[config.mk]
export PLATFORM = sky130hd
export DESIGN_NAME = step5_core
export DESIGN_NICKNAME = d
export VERILOG_FILES = /design/src/rtl/step5_pkg.sv /design/src/rtl/step5_regfile.sv /design/src/rtl/step5_alu.sv /design/src/rtl/step5_ctrl.sv /design/src/rtl/step5_core.sv
export SDC_FILE = /design/constraint.sdc
export NUM_CORES = 2
export LEC_CHECK = 0
export BUFFER_PORTS_ARGS = -buffer_cell sky130_fd_sc_hd__buf_2
export CAP_MARGIN = 20
export CORE_MARGIN = 5
export CORE_UTILIZATION = 40
export DETAILED_ROUTE_END_ITERATION = 10
export MAX_ROUTING_LAYER = met4
export PLACE_DENSITY_LB_ADDON = 0.1
export SKIP_LAST_GASP = 1
export SLEW_MARGIN = 20
export SYNTH_ARGS = -nofsm -noshare
export SYNTH_HDL_FRONTEND = slang
export SYNTH_SLANG_ARGS = --single-unit
[constraint.sdc]
create_clock -name clk -period 6.7 [get_ports clk]
set_clock_uncertainty 0.2 [all_clocks]
set_input_delay 2.01 -clock clk [delete_from_list [all_inputs] [get_ports clk]]
set_output_delay 2.01 -clock clk [all_outputs]
set_load 0.02 [all_outputs]
[src/rtl/step5_pkg.sv]
package step5_pkg;

    localparam int OPC_W = 6;
    localparam int RIDX_W = 5;
    localparam int IMM_W = 16;

    localparam logic [OPC_W-1:0] OPC_ADD   = 6'd1;
    localparam logic [OPC_W-1:0] OPC_SUB   = 6'd2;
    localparam logic [OPC_W-1:0] OPC_AND   = 6'd3;
    localparam logic [OPC_W-1:0] OPC_OR    = 6'd4;
    localparam logic [OPC_W-1:0] OPC_ADDI  = 6'd5;
    localparam logic [OPC_W-1:0] OPC_LOAD  = 6'd6;
    localparam logic [OPC_W-1:0] OPC_STORE = 6'd7;
    localparam logic [OPC_W-1:0] OPC_JMP   = 6'd8;
    localparam logic [OPC_W-1:0] OPC_JEQ   = 6'd9;
    localparam logic [OPC_W-1:0] OPC_CALLR = 6'd10;

    typedef enum logic [2:0] {
        STEP_FETCH, STEP_DECODE, STEP_EXEC, STEP_MEM, STEP_WB
    } step_e;

    typedef enum logic [1:0] { ALU_ADD, ALU_SUB, ALU_AND, ALU_OR } alu_op_e;
    typedef enum logic [1:0] { RES_ALU, RES_MEM, RES_RET } res_sel_e;
    typedef enum logic [1:0] { DST_C, DST_B, DST_LINK } dst_sel_e;

    typedef struct packed {
        alu_op_e  alu_op;
        logic     use_imm;
        res_sel_e res_sel;
        dst_sel_e dst_sel;
        logic     rf_we;
        logic     ld;
        logic     st;
        logic     jmp;
        logic     jeq;
        logic     call;
    } ctl_t;

    function automatic ctl_t decode_op(input logic [OPC_W-1:0] op);
        ctl_t c;
        c = '{alu_op: ALU_ADD, use_imm: 1'b0, res_sel: RES_ALU, dst_sel: DST_C,
              rf_we: 1'b0, ld: 1'b0, st: 1'b0, jmp: 1'b0, jeq: 1'b0, call: 1'b0};
        case (op)
            OPC_ADD:   c.rf_we = 1'b1;
            OPC_SUB:   begin c.rf_we = 1'b1; c.alu_op = ALU_SUB; end
            OPC_AND:   begin c.rf_we = 1'b1; c.alu_op = ALU_AND; end
            OPC_OR:    begin c.rf_we = 1'b1; c.alu_op = ALU_OR;  end
            OPC_ADDI:  begin c.rf_we = 1'b1; c.use_imm = 1'b1; c.dst_sel = DST_B; end
            OPC_LOAD:  begin c.rf_we = 1'b1; c.use_imm = 1'b1; c.dst_sel = DST_B;
                             c.res_sel = RES_MEM; c.ld = 1'b1; end
            OPC_STORE: begin c.use_imm = 1'b1; c.st = 1'b1; end
            OPC_JMP:   c.jmp = 1'b1;
            OPC_JEQ:   c.jeq = 1'b1;
            OPC_CALLR: begin c.rf_we = 1'b1; c.call = 1'b1; c.res_sel = RES_RET;
                             c.dst_sel = DST_LINK; end
            default:   ;
        endcase
        return c;
    endfunction

endpackage

[src/rtl/step5_regfile.sv]
module step5_regfile #(
    parameter int W = 32,
    parameter int N = 32,
    localparam int AW = $clog2(N)
) (
    input  logic          clk,
    input  logic [AW-1:0] ra_addr,
    input  logic [AW-1:0] rb_addr,
    output logic [W-1:0]  ra_data,
    output logic [W-1:0]  rb_data,
    input  logic          we,
    input  logic [AW-1:0] wa,
    input  logic [W-1:0]  wd
);
    logic [W-1:0] regs [N];

    always_ff @(posedge clk) begin
        if (we && wa != '0) begin
            regs[wa] <= wd;
        end
    end

    assign ra_data = (ra_addr == '0) ? '0 : regs[ra_addr];
    assign rb_data = (rb_addr == '0) ? '0 : regs[rb_addr];

endmodule

[src/rtl/step5_alu.sv]
module step5_alu
    import step5_pkg::*;
#(
    parameter int W = 32
) (
    input  logic [W-1:0] a,
    input  logic [W-1:0] b,
    input  alu_op_e      op,
    output logic [W-1:0] y
);
    always_comb begin
        unique case (op)
            ALU_ADD: y = a + b;
            ALU_SUB: y = a - b;
            ALU_AND: y = a & b;
            ALU_OR:  y = a | b;
            default: y = a + b;
        endcase
    end
endmodule

[src/rtl/step5_ctrl.sv]
module step5_ctrl
    import step5_pkg::*;
(
    input  logic  clk,
    input  logic  rst,
    input  logic  need_data,
    input  logic  mem_done,
    output step_e step,
    output logic  fetch_ph,
    output logic  exec_ph,
    output logic  mem_ph,
    output logic  wb_ph
);
    step_e step_nx;

    always_ff @(posedge clk) begin
        if (rst) begin
            step <= STEP_FETCH;
        end else begin
            step <= step_nx;
        end
    end

    always_comb begin
        unique case (step)
            STEP_FETCH:  step_nx = mem_done ? STEP_DECODE : STEP_FETCH;
            STEP_DECODE: step_nx = STEP_EXEC;
            STEP_EXEC:   step_nx = STEP_MEM;
            STEP_MEM:    step_nx = (!need_data || mem_done) ? STEP_WB : STEP_MEM;
            STEP_WB:     step_nx = STEP_FETCH;
            default:     step_nx = STEP_FETCH;
        endcase
    end

    always_comb begin
        fetch_ph = 1'b0;
        exec_ph  = 1'b0;
        mem_ph   = 1'b0;
        wb_ph    = 1'b0;
        unique case (step)
            STEP_FETCH:  fetch_ph = 1'b1;
            STEP_DECODE: ;
            STEP_EXEC:   exec_ph = 1'b1;
            STEP_MEM:    mem_ph = 1'b1;
            STEP_WB:     wb_ph = 1'b1;
            default:     ;
        endcase
    end

    AST_STALL_HOLDS_STEP: assert property (@(posedge clk) disable iff (rst)
        ((step == STEP_FETCH || (step == STEP_MEM && need_data)) && !mem_done)
        |=> $stable(step));

endmodule

[src/rtl/step5_core.sv]
module step5_core
    import step5_pkg::*;
#(
    parameter int XLEN = 32,
    parameter int NREGS = 32,
    localparam int AW = $clog2(NREGS)
) (
    input  logic            clk,
    input  logic            rst,
    output logic [XLEN-1:0] mem_addr,
    output logic            mem_rd,
    output logic            mem_wr,
    output logic [XLEN-1:0] mem_wdata,
    input  logic [XLEN-1:0] mem_rdata,
    input  logic            mem_done
);
    localparam logic [AW-1:0] LINK_IDX = AW'(NREGS - 1);

    logic [XLEN-1:0] pc_q, ir_q;
    logic [XLEN-1:0] opa_q, opb_q, res_q, sdat_q, wbv_q, ret_q;
    logic [XLEN-1:0] rf_a, rf_b, imm_ext, alu_b, alu_y;
    logic [AW-1:0]   dst_idx;
    logic            rf_we;
    logic            fetch_ph, exec_ph, mem_ph, wb_ph;
    step_e           step;
    ctl_t            ctl;

    assign ctl     = decode_op(ir_q[31:26]);
    assign imm_ext = {{(XLEN-IMM_W){ir_q[IMM_W-1]}}, ir_q[IMM_W-1:0]};
    assign alu_b   = ctl.use_imm ? imm_ext : opb_q;

    step5_ctrl u_ctrl (
        .clk(clk), .rst(rst), .need_data(ctl.ld | ctl.st), .mem_done(mem_done),
        .step(step), .fetch_ph(fetch_ph), .exec_ph(exec_ph), .mem_ph(mem_ph), .wb_ph(wb_ph)
    );

    step5_regfile #(.W(XLEN), .N(NREGS)) u_rf (
        .clk(clk), .ra_addr(ir_q[25:21]), .rb_addr(ir_q[20:16]),
        .ra_data(rf_a), .rb_data(rf_b), .we(rf_we), .wa(dst_idx), .wd(wbv_q)
    );

    step5_alu #(.W(XLEN)) u_alu (.a(opa_q), .b(alu_b), .op(ctl.alu_op), .y(alu_y));

    // Working registers between steps load on every clock.
    always_ff @(posedge clk) begin
        opa_q  <= rf_a;
        opb_q  <= rf_b;
        res_q  <= alu_y;
        sdat_q <= opb_q;
        ret_q  <= pc_q;
        unique case (ctl.res_sel)
            RES_ALU: wbv_q <= res_q;
            RES_MEM: wbv_q <= mem_rdata;
            RES_RET: wbv_q <= ret_q;
            default: wbv_q <= res_q;
        endcase
    end

    always_ff @(posedge clk) begin
        if (rst) begin
            pc_q <= '0;
            ir_q <= '0;
        end else if (fetch_ph && mem_done) begin
            pc_q <= pc_q + XLEN'(4);
            ir_q <= mem_rdata;
        end else if (exec_ph) begin
            if (ctl.jmp || (ctl.jeq && opa_q == opb_q)) begin
                pc_q <= pc_q + imm_ext;
            end else if (ctl.call) begin
                pc_q <= opa_q;
            end
        end
    end

    always_comb begin
        unique case (ctl.dst_sel)
            DST_C:    dst_idx = ir_q[15:11];
            DST_B:    dst_idx = ir_q[20:16];
            DST_LINK: dst_idx = LINK_IDX;
            default:  dst_idx = ir_q[15:11];
        endcase
    end

    assign rf_we     = wb_ph && ctl.rf_we;
    assign mem_addr  = fetch_ph ? pc_q : res_q;
    assign mem_rd    = fetch_ph || (mem_ph && ctl.ld);
    assign mem_wr    = mem_ph && ctl.st;
    assign mem_wdata = sdat_q;

    AST_ONE_REQUEST: assert property (@(posedge clk) disable iff (rst)
        !(mem_rd && mem_wr));

    AST_REQ_HELD: assert property (@(posedge clk) disable iff (rst)
        ((mem_rd || mem_wr) && !mem_done) |=> ((mem_rd || mem_wr) && $stable(mem_addr)));

    AST_WB_FOLLOWS_MEM: assert property (@(posedge clk) disable iff (rst)
        rf_we |-> ($past(step) == STEP_MEM));

    AST_FETCH_ADVANCES_PC: assert property (@(posedge clk) disable iff (rst)
        (fetch_ph && mem_done) |=> (pc_q == $past(pc_q) + XLEN'(4)));

endmodule

==> impl_metrics.csv <==
group,metric,value,unit
outcome,outcome,"complete, no violations",
die,core_area,0.152,mm^2
logic_synthesis,synth_most_common_cell,"edfxtp_1",
critical_path,cpPeakStageDelay,0.58,ns
grt,gr-usage-all-layers,0.268,
logic_synthesis,avgSynthCellArea,15.3,um^2
routing,vias,39342,
logic_synthesis,yosysUniqueCellTypes,96,
min_path,min_path_type,"flop to flop",
grt,grt_start_max_net_pins,100,
die,die_y,402,um
logic_synthesis,yosys.area.top_type,"edfxtp_1",
critical_path,cp_cell_sequence,"nor2_1 -> nor2_1 -> buf_4 -> o21ai_0 -> and3_1 -> a31oi_1 -> xor2_1 -> o21ai_0 -> ha_1 -> a211oi_1 -> nand2_1 -> o41a_1 -> a2111o_1 -> a31oi_1 -> o21ai_1 -> and3b_1 -> nor4_1 -> nand4_1",
timing,slew_headroom,0.219,
placement,dpl.hpwl,135000,um
timing,period_minus_slack,5.64,ns
logic_synthesis,synthCells,4013,
grt,grt.overflow.total,0,
clocking,cts_tree,"built",
finish,register_area,0.0360,mm^2
logic_synthesis,synth_edf_count,1024,
grt,grt_pass1_vias,38952,
die,fp.dieArea,0.161,mm^2
logic_synthesis,ys_warn_count,0,
critical_path,r2r_start,"ir_q[26]$_SDFFE_PP0P_",
placement,placed_area,0.0648,mm^2
timing,worstMarginPinSlew,1.17,ns
critical_path,cp.arrival,6.11,ns
finish,syn_to_final_growth,13.5,%
clocking,cts-root-buf,"clkbuf_16",
critical_path,path_buf_inv,1,
clocking,cts_hold_buf,0,
finish,drive_above_1_share,0.258,
clocking,post-cts-setup-buffer-count,0,
min_path,min_from,"opb_q[14]$_SDFF_PN0_",
critical_path,path_delay_family,"compound AO/OA/AOI/OAI gates",
clocking,cts.sinks,1283,
critical_path,cp_max_fo,13,
timing,hold_viol,0,
logic_synthesis,synthTopCellsByCount,"edfxtp_1 (1024), mux4_2 (456), dfxtp_1 (259)",
flow_run,cap_violations,0,
finish,nNetsFinal,4227,
timing,tns,0,ns
critical_path,startpoint,"ir_q[26]$_SDFFE_PP0P_",
finish,multiInputGateArea,0.0245,mm^2
clocking,ctsResizeCount,0,
pwr,power_density,343,mW/mm^2
timing,maxSlewViolCount,0,
die,rows,143,
timing,post-route-period-util,0.842,
placement,io_buffers,100,
logic_synthesis,synth_top_area_frac,0.501,
logic_synthesis,synthTopCellsByArea,"edfxtp_1 (50%), mux4_2 (17%), dfxtp_1 (8.5%)",
critical_path,endpoint_kind,"flop",
finish,fillCellCount,13197,
routing,antenna_left,0,
finish,fin_util,0.457,
logic_synthesis,async_flop_share,0,
logic_synthesis,yosysSeqAreaShare,0.586,
routing,wirelength,214000,um
clocking,numCtsBuffers,145,
timing,fmax,177,MHz
clocking,cts.reportedPaths.clkPinSlew,0.07,ns
finish,design_area,0.0696,mm^2
routing,wl_per_cell,34.1,um
placement,gp_congestion,0.917,
clocking,clk_path_buf_depth,3,
critical_path,cp_slowest_cell,"nor2_1",
clocking,cts_max_level,4,
pwr,p_leak,22.4,nW
pwr,peakVddDrop,0.000279,V
timing,rsz0062_at_grt,"false",
routing,drt-initial-drc-count,4183,
logic_synthesis,synthFlopType,"edfxtp_1",
routing,first_pass_iters,5,
grt,antenna_found_initial,13,
timing,setup_viol,0,
critical_path,crit_type,"flop to flop",
critical_path,startpoint_type,"flop",
grt,grt_pass1_wl,301000,um
critical_path,worstPathRequired,7.16,ns
timing,holdWs,0.210,ns
die,pin_count,101,
die,initial_core_util,0.403,
routing,drc,0,
die,die_w,402,um
clocking,clk_latency,0.80,ns
logic_synthesis,synth_area,0.0614,mm^2
routing,detail_route.vias_per_cell,6.27,
logic_synthesis,synth-seq-cells,1283,
-- final cells by class --
cell class / count / share of cell area
Antenna cell: 7 / 0.000252
Sequential cell: 1283 / 0.517
Tap cell: 2030 / 0.0365
Multi-Input combinational cell: 2444 / 0.353
Timing Repair Buffer: 221 / 0.0243
Inverter: 25 / 0.00135
Clock inverter: 65 / 0.00949
Clock buffer: 199 / 0.0588
-- cells in the final DEF (no fill, tap or decap), drive strengths merged, types with 13 or more instances in the layout --
cell / instances
o21ai: 110
or3: 15
dfxtp: 259
nor3: 75
a31oi: 22
nand4: 19
inv: 28
a21oi: 223
o21a: 16
nor2b: 14
xor2: 60
nor4: 23
o22ai: 57
a211oi: 33
a21o: 30
clkinv: 50
clkbuf: 199
xnor2: 52
nand2b: 17
and3: 13
nor2: 205
nand3: 40
o221ai: 68
mux2i: 229
buf: 221
o211ai: 25
a22oi: 36
ha: 70
edfxtp: 1024
conb: 32
a221oi: 49
mux4: 456
a211o: 36
nand2: 178
mux2: 118
-- through the flow --
stage / setup WS (ns) / total power, mW / std cells
6_report: 1.06 / 23.9 / 6274
4_1_cts: 1.12 / 24.0 / 6265
3_5_place_dp: 1.12 / 16.0 / 6001
5_1_grt: 0.642 / 24.7 / 6270
2_1_floorplan: 1.75 / 13.7 / 4044
3_3_place_gp: 1.02 / 16.0 / 6001
-- per-layer routing --
| layer | track usage | part of all wire | wire [um] | vias up |
|---|---|---|---|---|
| met3 | 0.0431 | 0.070 | 14900 | 318 |
| met1 | 0.366 | 0.43 | 91000 | 20711 |
| li1 | - | - | - | 16581 |
| met2 | 0.422 | 0.48 | 102000 | 1732 |
| met5 | - | 0 | 0 | - |
| met4 | 0.0714 | 0.029 | 6160 | 0 |
-- flip-flops by register name, indices dropped and copies added, names as in the netlist --
name	cells
opb_q	32
opa_q	32
pc_q	32
ret_q	32
wbv_q	32
res_q	32
ir_q	32
u_ctrl.step	3
u_rf.regs	1024
mem_wdata	32
-- where the power goes --
part | internal (mW) | switching [mW]
clock | 4.67 | 3.30
sequential | 10.0 | 1.30
combinational | 1.69 | 2.88
-- worst register-to-register path: cells and delay by family, from the launching register on --
family | cells | cell delay (ns)
simple gates | 7 | 1.84
flops | 1 | 0.41
xor+xnor | 1 | 0.17
fa+ha+maj | 1 | 0.36
buf+inv | 1 | 0.21
compound gates | 8 | 2.37
-- kinds of logic (layout without fill, tap and decap cells) --
| kind of cell | Yosys count | count (layout) | synth area share |
|---|---|---|---|
| XOR/XNOR | 112 | 112 | 0.0160 |
| buffers and inverters | 317 | 510 | 0.0208 |
| adder cells (fa/ha/maj) | 75 | 75 | 0.0154 |
| AO/OA/AOI/OAI | 776 | 776 | 0.0858 |
| AND/OR/NAND/NOR | 646 | 646 | 0.0498 |
| multiplexers | 803 | 803 | 0.226 |
| flip-flops | 1283 | 1283 | 0.586 |
| other | 1 | 39 | 0.0000611 |
-- worst paths after layout --
kind	end	slack, ns	cells past startpoint
worst min register to register	mem_wdata[14]$_DFF_P_	0.21	0
worst max-delay path	res_q[31]$_DFF_P_	1.06	18
worst max register to register	res_q[31]$_DFF_P_	1.06	18
worst min-delay path	mem_wdata[14]$_DFF_P_	0.21	0
No activity file was read; power rests on OpenSTA's default activity.
